===== config.mk =====
export PLATFORM = sky130hd
export DESIGN_NAME = spi_master_engine
export DESIGN_NICKNAME = d
export VERILOG_FILES = /design/src/rtl/spi_master_engine.sv
export SDC_FILE = /design/constraint.sdc
export NUM_CORES = 1
export LEC_CHECK = 0
export ABC_AREA = 1
export BUFFER_PORTS_ARGS = -buffer_cell sky130_fd_sc_hd__clkbuf_2
export CAP_MARGIN = 10
export CORE_AREA = 5 5 132 146
export DETAILED_ROUTE_END_ITERATION = 16
export DIE_AREA = 0 0 137 151
export PLACE_DENSITY = 0.75
export SLEW_MARGIN = 0
export SYNTH_ARGS = -nofsm -noshare
export SYNTH_HDL_FRONTEND = slang
export SYNTH_SLANG_ARGS = --single-unit

===== constraint.sdc =====
create_clock -name clk -period 2 [get_ports clk]
set_input_delay 0.1 -clock clk [delete_from_list [all_inputs] [get_ports clk]]
set_output_delay 0.1 -clock clk [all_outputs]
set_load 0.005 [all_outputs]

===== src/rtl/spi_master_engine.sv =====
module spi_master_engine #(
  parameter int DATA_W = 32,
  parameter int DIV_W  = 16,
  parameter int SEL_N  = 2,
  localparam int LEN_W  = $clog2(DATA_W),
  localparam int IDX_W  = LEN_W + 1,
  localparam int ECNT_W = IDX_W + 1
) (
  input  logic              clk,
  input  logic              rst_n,
  input  logic              start,
  input  logic              stop,
  input  logic [DATA_W-1:0] tx_word,
  input  logic [LEN_W-1:0]  len_code,
  input  logic              tx_fall,
  input  logic              rx_fall,
  input  logic              lsb_first,
  input  logic              cpol,
  input  logic [DIV_W-1:0]  divider,
  input  logic              auto_sel,
  input  logic [SEL_N-1:0]  sel_mask,
  input  logic              sel_active_high,
  input  logic              irq_en,
  input  logic              done_clr,
  input  logic              miso,
  output logic              sclk,
  output logic              mosi,
  output logic [SEL_N-1:0]  ss,
  output logic              busy,
  output logic              done_pulse,
  output logic [DATA_W-1:0] rx_word,
  output logic              done_flag,
  output logic              irq
);

  logic              busy_q, sclk_q, done_q, flag_q;
  logic              cpol_q, lsb_q, txf_q, rxf_q;
  logic [DIV_W-1:0]  cnt_q, div_q;
  logic [ECNT_W-1:0] ecnt_q;
  logic [IDX_W-1:0]  len_q, txi_q, rxi_q;
  logic [DATA_W-1:0] tx_q, rx_q;

  logic [IDX_W-1:0] len_eff, tx_pos, rx_pos;
  logic             tick, new_lvl, tx_edge, rx_edge, last, fin;
  logic [SEL_N-1:0] sel_act;

  assign len_eff = (len_code == '0) ? IDX_W'(DATA_W) : {1'b0, len_code};
  assign tick    = busy_q && (cnt_q == div_q);
  assign new_lvl = ~sclk_q;
  assign tx_edge = tick && (new_lvl != txf_q);
  assign rx_edge = tick && (new_lvl != rxf_q);
  assign last    = tick && ((ecnt_q + ECNT_W'(1)) == {len_q, 1'b0});
  assign fin     = busy_q && !stop && last;

  assign tx_pos = lsb_q ? txi_q : (len_q - txi_q - IDX_W'(1));
  assign rx_pos = lsb_q ? rxi_q : (len_q - rxi_q - IDX_W'(1));

  always_ff @(posedge clk or negedge rst_n) begin
    if (!rst_n) begin
      busy_q <= 1'b0;
      sclk_q <= 1'b0;
      done_q <= 1'b0;
      cpol_q <= 1'b0;
      lsb_q  <= 1'b0;
      txf_q  <= 1'b0;
      rxf_q  <= 1'b0;
      cnt_q  <= '0;
      div_q  <= '0;
      ecnt_q <= '0;
      len_q  <= '0;
      txi_q  <= '0;
      rxi_q  <= '0;
      tx_q   <= '0;
      rx_q   <= '0;
    end else begin
      done_q <= 1'b0;
      if (!busy_q) begin
        if (start) begin
          busy_q <= 1'b1;
          sclk_q <= cpol;
          cpol_q <= cpol;
          lsb_q  <= lsb_first;
          txf_q  <= tx_fall;
          rxf_q  <= rx_fall;
          cnt_q  <= '0;
          div_q  <= divider;
          ecnt_q <= '0;
          len_q  <= len_eff;
          txi_q  <= '0;
          rxi_q  <= '0;
          tx_q   <= tx_word;
          rx_q   <= '0;
        end
      end else if (stop) begin
        busy_q <= 1'b0;
      end else if (tick) begin
        cnt_q  <= '0;
        sclk_q <= new_lvl;
        ecnt_q <= ecnt_q + ECNT_W'(1);
        if (tx_edge) txi_q <= txi_q + IDX_W'(1);
        if (rx_edge) begin
          rx_q[rx_pos[LEN_W-1:0]] <= miso;
          rxi_q <= rxi_q + IDX_W'(1);
        end
        if (last) begin
          busy_q <= 1'b0;
          done_q <= 1'b1;
        end
      end else begin
        cnt_q <= cnt_q + DIV_W'(1);
      end
    end
  end

  always_ff @(posedge clk or negedge rst_n) begin
    if (!rst_n)        flag_q <= 1'b0;
    else if (fin)      flag_q <= 1'b1;
    else if (done_clr) flag_q <= 1'b0;
  end

  assign sel_act    = auto_sel ? (sel_mask & {SEL_N{busy_q}}) : sel_mask;
  assign ss         = sel_active_high ? sel_act : ~sel_act;
  assign sclk       = busy_q ? sclk_q : cpol;
  assign mosi       = busy_q && (txi_q < len_q) && tx_q[tx_pos[LEN_W-1:0]];
  assign busy       = busy_q;
  assign done_pulse = done_q;
  assign rx_word    = rx_q;
  assign done_flag  = flag_q;
  assign irq        = flag_q & irq_en;

endmodule


==> impl_metrics.yaml, run 1 <==
final_layout:
  area_growth_pct: 32.74
  nets: 1378
  final_area_mm2: 0.01030
  final_cells: 1540
  final_core_util_pct: 58.68
  drive_gt1_share_pct: 20.05
  antennaDiodeCount: 0
sta:
  fin_crit_sh_pct: 129.6
  fin_crit_ns: 2.592
  totalNegativeSetupSlack_ns: -8.998
  rsz0062_at_grt: "yes"
  slew_headroom_pct: 62.35
  worst_slew_pin_slew_ns: 0.5648
  final_hold_viol_count: 0
  clock.fmax_mhz: 385.8
  worst_clock_skew_ns: 0.01037
  finalSetupViolations: 33
  final-max-slew-violation-count: 0
  finalWorstSetupSlack_ns: -0.5923
power:
  swShare_pct: 37.02
  seqPwrFrac_pct: 28.8
  internal_power_mw: 7.095
  leakage_nw: 5.472
  net-switching-power_mw: 4.170
  p_comb_share_pct: 40.7
  ir_worst_vdd_uv: 622.5
  clock_power_share_pct: 30.4
  cellPowerDensity_mw_per_mm2: 1094
clock_network:
  clkLatencyLatePin_ns: 0.43
  cts_tree: "built"
  numCtsBuffers: 17
  cts-htree-levels: 4
  root_buffer: "clkbuf_16"
  clock_path_buffers: 2
  cts.clk_slew.worst_paths_ns: 0.06
  clkSinkCount: 127
drt:
  drt-initial-drc-count: 559
  dr_total_vias: 7658
  drt_first_pass_iters: 5
  ant_nets: 0
  drt-met1-wl_mm: 9.273
  route.met2.wl_mm: 10.37
  routed.top_layer: "met5"
  met3WireLength_mm: 1.319
  finalWirelength_mm: 21.37
  wl_per_cell_um: 13.87
  drc_errors: 0
  via_per_inst: 4.973
min_path:
  hold_path_class: "input port to flop"
logic_synthesis:
  synth_area_mm2: 0.007757
  synth-seq-cells: 127
  synth_flop_cell: "dfrtp_1"
  synth-edff-count: 0
  synth_nets: 1175
  post_synth_inst_count: 1087
  syn_avg_cell_area_um2: 7.137
  yosysWarnings: 0
  async_flop_share_pct: 100.0
  yosysSeqAreaShare_pct: 40.97
  synth_cell_type_count: 40
global_routing:
  antenna_found_initial: 1
  grt_pass1_wl_mm: 35.41
  track_usage_pct: 21.35
  grt_pass1_vias: 7505
  grt_start_max_net_pins: 63
  overflow: 0
floorplan:
  fp.dieW_um: 137
  die-area_mm2: 0.02069
  core_mm2: 0.01755
  die_h_um: 151
  io_pins: 108
  start_util_pct: 44.21
  num_rows: 51
job:
  drv_cap: 0
critical_path:
  crit_chain: "inv_2 > ha_4 > inv_2 > fa_1 > o21ai_2 > buf_12 > a21oi_1 > nand2_1 > nand2_1 > nand2_1 > nand3_1 > nand3b_1 > nand2_1 > nor2_2 > buf_2"
  arrival_ns: 2.49
  startpoint_type: "flop"
  max_stage_delay_ns: 0.47
  worstPathRequired_ns: 1.90
  worstSetupEndpointType: "primary output"
  critPathMaxFanout: 16
  crit_path_frequent_cell: "nand2_1"
  critPathKind: "flop to primary output"
  critPathSlowestCell: "fa_1"
placed_design:
  dp_worst_setup_slack_ns: -0.2267
  place_hpwl_mm: 13.58
  io_buffers: 107
  dpl.cell_count: 1436
  placed_cell_area_mm2: 0.008833
  gp_congestion: 0.9265
run_status:
  status: "finished, violations left"
  violations: "negative setup slack"
[power by group through the flow]
| stage | combinational [mW] | clock [mW] | sequential [mW] |
|---|---|---|---|
| after floorplan | 2.78 | 0 | 3.26 |
| final | 4.59 | 3.43 | 3.25 |
| after detailed placement | 4.09 | 0 | 3.28 |
| after global placement | 4.02 | 0 | 3.26 |
| after CTS | 4.36 | 3.47 | 3.24 |
| after global routing | 5.13 | 3.60 | 3.30 |
[through the flow]
step	hold WS (ns)	power, mW
floorplan	-0.1956	6.042
global placement	0.04116	7.283
detailed placement	0.04266	7.371
CTS	0.006686	11.07
global route	0.03123	12.02
finish	0.04056	11.26
[cells in the final DEF, fill, tap and decap left out, types with 3 or more instances in the layout]
| cell type | Yosys | routed |
|---|---|---|
| nand2_2 | 4 | 6 |
| nor2_4 | 5 | 6 |
| clkbuf_16 | 0 | 19 |
| o21bai_1 | 32 | 32 |
| nand3b_1 | 3 | 3 |
| nor4_1 | 4 | 4 |
| xor2_1 | 20 | 20 |
| bufinv_16 | 0 | 4 |
| clkbuf_8 | 0 | 5 |
| xnor2_1 | 3 | 3 |
| buf_4 | 2 | 44 |
| dfrtp_1 | 127 | 123 |
| dlygate4sd3_1 | 0 | 58 |
| or2_2 | 5 | 5 |
| nand4_1 | 43 | 43 |
| nor2_2 | 3 | 3 |
| o21ai_0 | 37 | 37 |
| nand2_1 | 353 | 350 |
| inv_2 | 23 | 26 |
| inv_6 | 0 | 3 |
| nand3_1 | 75 | 73 |
| o22ai_1 | 4 | 4 |
| clkbuf_2 | 1 | 105 |
| nor2_1 | 74 | 73 |
| a21oi_1 | 22 | 22 |
| o21ai_1 | 11 | 10 |
| buf_6 | 5 | 6 |
| inv_1 | 154 | 150 |
| buf_12 | 0 | 7 |
| dfrtp_2 | 0 | 4 |
| nor3_1 | 9 | 9 |
| ha_1 | 18 | 16 |
[sequential cells by signal, indices dropped and copies added (netlist names)]
register	flops
lsb_q	1
cnt_q	16
rxf_q	1
tx_q	32
txf_q	1
div_q	16
done_flag	1
rxi_q	5
done_pulse	1
ecnt_q	7
busy	1
sclk_q	1
rx_word	32
txi_q	6
len_q	6
[cell usage after synthesis, drive strengths merged (4+ instances only)]
cell / instances / area [µm²]
nand2: 357 / 1350
inv: 177 / 664.4
dfrtp: 127 / 3178
nor2: 82 / 352.8
nand3: 77 / 402.9
o21ai: 51 / 266.5
nand4: 43 / 269.0
o21bai: 32 / 240.2
buf: 29 / 178.9
a21oi: 23 / 126.4
xor2: 20 / 175.2
ha: 18 / 225.2
clkbuf: 12 / 46.29
nor3: 9 / 45.04
or2: 5 / 31.28
nor4: 4 / 25.02
o22ai: 4 / 25.02
[cell type report]
class | count | area [µm²]
Fill cell | 1521 | 7251
Multi-Input combinational cell | 743 | 3785
Sequential cell | 127 | 3183
Timing Repair Buffer | 224 | 1714
Inverter | 177 | 669.4
Clock buffer | 23 | 498.0
Tap cell | 238 | 297.8
Clock inverter | 8 | 150.1
[final timing paths]
check,cells after the start,endpoint,start,slack [ns]
worst max-delay path,15,mosi,txi_q[0]$_DFFE_PN0P_,-0.59
worst min-delay path,3,len_q[1]$_DFFE_PN0P_,len_code[1],0.04
worst max register to register,13,rx_word[3]$_DFFE_PN0P_,len_q[0]$_DFFE_PN0P_,-0.32
worst min register to register,2,tx_q[20]$_DFFE_PN0P_,tx_q[20]$_DFFE_PN0P_,0.48
max in group asynchronous,3,tx_q[22]$_DFFE_PN0P_,rst_n,1.16
min in group asynchronous,2,div_q[5]$_DFFE_PN0P_,rst_n,0.14
[timing repair]
action / 4_1_cts / 5_1_grt
gates cloned: 0 / 4
setup buffers: 3 / 8
pin swaps: 66 / 35
resized for setup: 12 / 13
hold buffers: 58 / 0
setup endpoints to repair: 33 / 45
hold endpoints to repair: 156 / 0
[kinds of logic after synthesis]
| family | synth area share, % |
|---|---|
| adder cells (fa/ha/maj) | 3.419 |
| buffers and inverters | 11.47 |
| flip-flops | 40.97 |
| AND/OR/NAND/NOR | 32.37 |
| AO/OA/AOI/OAI | 9.178 |
| XOR/XNOR | 2.597 |
[critical path, delay by kind of cell (launching register included)]
| kind | cells | cell delay (ns) |
|---|---|---|
| compound gates | 2 | 0.23 |
| fa+ha+maj | 2 | 0.60 |
| buf+inv | 4 | 0.39 |
| flops | 1 | 0.38 |
| simple gates | 7 | 0.47 |
[per-layer routing]
layer  global-route usage [%]  vias up
met1                    26.79     3533
met4                    8.333        2
li1                         -     3827
met3                    4.252       35
met2                    36.16      261
met5                        0        -
No activity file was read; power rests on OpenSTA's default activity.
==> inputs of run 2 (changes only) <==
--- a/config.mk
+++ b/config.mk
@@ -5,13 +5,13 @@
 export SDC_FILE = /design/constraint.sdc
 export NUM_CORES = 1
 export LEC_CHECK = 0
-export ABC_AREA = 1
 export BUFFER_PORTS_ARGS = -buffer_cell sky130_fd_sc_hd__clkbuf_2
 export CAP_MARGIN = 10
-export CORE_AREA = 5 5 132 146
+export CORE_AREA = 5 5 125 139
 export DETAILED_ROUTE_END_ITERATION = 16
-export DIE_AREA = 0 0 137 151
-export PLACE_DENSITY = 0.75
+export DIE_AREA = 0 0 130 144
+export MAX_ROUTING_LAYER = met4
+export PLACE_DENSITY = 0.76
 export SLEW_MARGIN = 0
 export SYNTH_ARGS = -nofsm -noshare
 export SYNTH_HDL_FRONTEND = slang
==> impl_metrics.yaml, run 2 <==
run_status:
  status: "finished, violations left"
  violations: "negative setup slack"
drt:
  drc_errors: 0
  drt-initial-drc-count: 463
  drt_first_pass_iters: 4
  wl_per_cell_um: 17.48
  dr_total_vias: 6986
  ant_nets: 0
  via_per_inst: 5.458
  finalWirelength_mm: 22.37
power:
  internal_power_mw: 7.337
  leakage_nw: 5.138
  finalPower_mw: 11.39
  seqPwrFrac_pct: 27.7
  cellPowerDensity_mw_per_mm2: 1052
  clock_power_share_pct: 29.9
  swShare_pct: 35.58
  ir_worst_vdd_uv: 618.9
  net-switching-power_mw: 4.052
  p_comb_share_pct: 42.4
critical_path:
  worstSetupEndpointType: "primary output"
  max_stage_delay_ns: 0.50
  worst-path-stages: 11
  cp_top_family: "simple AND/OR/NAND/NOR gates"
  startpoint: "txi_q[0]$_DFFE_PN0P_"
  crit_buf_inv: 3
  reg2reg_depth: 12
  crit_chain: "inv_2 > ha_4 > inv_2 > fa_1 > nor2b_4 > or2_4 > a211oi_1 > a311oi_2 > nor4_1 > nor4_2 > buf_2"
  worstPathRequired_ns: 1.90
  critPathKind: "flop to primary output"
  r2r_slack_ns: -0.70
  critPathSlowestCell: "fa_1"
  r2r_end: "rx_word[11]$_DFFE_PN0P_"
  arrival_ns: 3.01
  rr_startpoint: "rxi_q[0]$_DFFE_PN0P_"
  crit_path_frequent_cell: "inv_2"
  startpoint_type: "flop"
  crit_end: "mosi"
  critPathMaxFanout: 12
logic_synthesis:
  synth_flop_cell: "dfrtp_1"
  synth_cell_type_count: 58
  synth-edff-count: 0
  yosysWarnings: 0
  yosys-top-cells-count: "nand2_1, dfrtp_1, nor2_1"
  post_synth_inst_count: 776
  synth_top_cell_area_share_pct: 45.41
  synth_area_leaders: "dfrtp_1, nand2_1, xnor2_1"
  synth_top_cell_by_area: "dfrtp_1"
  async_flop_share_pct: 100.0
  synth-seq-cells: 127
  synth_most_common_cell: "nand2_1"
  synth_nets: 864
  synth_area_mm2: 0.006998
  yosysSeqAreaShare_pct: 45.41
  syn_avg_cell_area_um2: 9.018
floorplan:
  die_h_um: 144
  io_pins: 108
  die-area_mm2: 0.01872
  num_rows: 49
  core_mm2: 0.01594
  start_util_pct: 43.90
  fp.dieW_um: 130
sta:
  finalWorstSetupSlack_ns: -1.109
  worst_slew_pin_slew_ns: 0.5295
  finalSetupViolations: 42
  final_hold_viol_count: 0
  rsz0062_at_grt: "yes"
  worst_clock_skew_ns: 0.007735
  final-max-slew-violation-count: 0
  slew_headroom_pct: 64.70
  fin_crit_ns: 3.109
  fin_crit_sh_pct: 155.5
  clock.fmax_mhz: 321.6
placed_design:
  io_buffers: 107
  gp_congestion: 0.8602
  dpl.cell_count: 1163
  place_hpwl_mm: 13.08
  dp_worst_setup_slack_ns: -0.7402
global_routing:
  antenna_found_initial: 0
  grt_start_max_net_pins: 60
  grt_pass1_wl_mm: 34.32
  grt_pass1_vias: 7023
  track_usage_pct: 23.94
  overflow: 0
clock_network:
  clkSinkCount: 127
  cts-htree-levels: 4
  clock_path_buffers: 2
  cts.clk_slew.worst_paths_ns: 0.06
  numCtsBuffers: 17
  clkLatencyLatePin_ns: 0.43
  root_buffer: "clkbuf_16"
  cts_tree: "built"
final_layout:
  nets: 1151
  drive_gt1_share_pct: 34.48
  area_growth_pct: 54.66
  layout_common_cells: "nand2_1, dfrtp_1, buf_4"
  mostFrequentLayoutCell: "nand2_1"
  fillers: 1143
  antennaDiodeCount: 0
  final_cells: 1280
job:
  drv_cap: 0
min_path:
  hp-start: "start"
  hold_path_class: "input port to flop"
run 2: power by group through the flow:
stage	combinational (mW)	clock, mW	sequential [mW]
2_1_floorplan	2.24	0	3.15
3_3_place_gp	3.47	0	3.17
3_5_place_dp	3.56	0	3.17
4_1_cts	4.22	3.43	3.14
5_1_grt	5.18	3.56	3.19
6_report	4.83	3.41	3.15
run 2: cell families after synthesis:
logic type	after synthesis	synth area share, %
XOR/XNOR	44	6.007
AO/OA/AOI/OAI	121	12.52
buffers and inverters	62	3.737
flip-flops	127	45.41
adder cells (fa/ha/maj)	20	3.791
AND/OR/NAND/NOR	378	25.08
multiplexers	24	3.451
run 2: area by class of cell:
type,instances,area (µm²),share of cell area [%]
Multi-Input combinational cell,587,4233,39.11
Clock buffer,20,466.7,4.312
Clock inverter,12,182.7,1.688
Tap cell,204,255.2,2.358
Inverter,21,78.83,0.7283
Sequential cell,127,3179,29.38
Timing Repair Buffer,309,2427,22.43
run 2: worst min-delay path by stage:
stage	end	slack, ns	cells past startpoint
CTS	rxi_q[4]$_DFFE_PN0P_	0.08	3
detailed placement	tx_q[20]$_DFFE_PN0P_	0.06	1
finish	rxi_q[4]$_DFFE_PN0P_	0.10	3
global placement	tx_q[20]$_DFFE_PN0P_	0.05	1
global route	rxi_q[4]$_DFFE_PN0P_	0.12	3
floorplan	busy$_DFF_PN0_	-0.20	0
run 2: layer usage:
| metal | global-route usage, % | part of all wire [%] | routed length [µm] |
|---|---|---|---|
| met2 | 39.78 | 51 | 11360 |
| met3 | 4.839 | 5.3 | 1188 |
| met1 | 28.21 | 40 | 9053 |
| met5 | - | 0 | 0 |
| met4 | 10.50 | 3.4 | 771 |
run 2: repair_timing:
item | 4_1_cts | 5_1_grt
pin swaps | 41 | 17
endpoints found under the hold margin | 127 | 0
setup buffers | 9 | 16
hold buffers | 59 | 0
endpoints found under the setup margin | 69 | 69
cloned | 2 | 1
resized for setup | 76 | 52
run 2: worst register-to-register path, stage by stage (launching register included):
cell and delay (ns):
dfrtp_1 0.41, inv_2 0.10, ha_4 0.13, inv_2 0.04
fa_2 0.41, buf_6 0.14, xnor2_4 0.13, mux2_2 0.30
a31o_4 0.23, nand4b_1 0.22, buf_6 0.17, o211ai_1 0.18
o31ai_1 0.11
run 2: stage by stage:
stage	cell area [µm²]	utilization (%)	TNS [ns]	hold WS (ns)
6_report	10820	67.90	-20.86	0.1021
2_1_floorplan	7197	-	-12.83	-0.1956
5_1_grt	10820	67.90	-24.88	0.1170
4_1_cts	10500	65.86	-17.25	0.08013
3_5_place_dp	8713	54.66	-20.81	0.05516
3_3_place_gp	8713	54.66	-18.69	0.05356
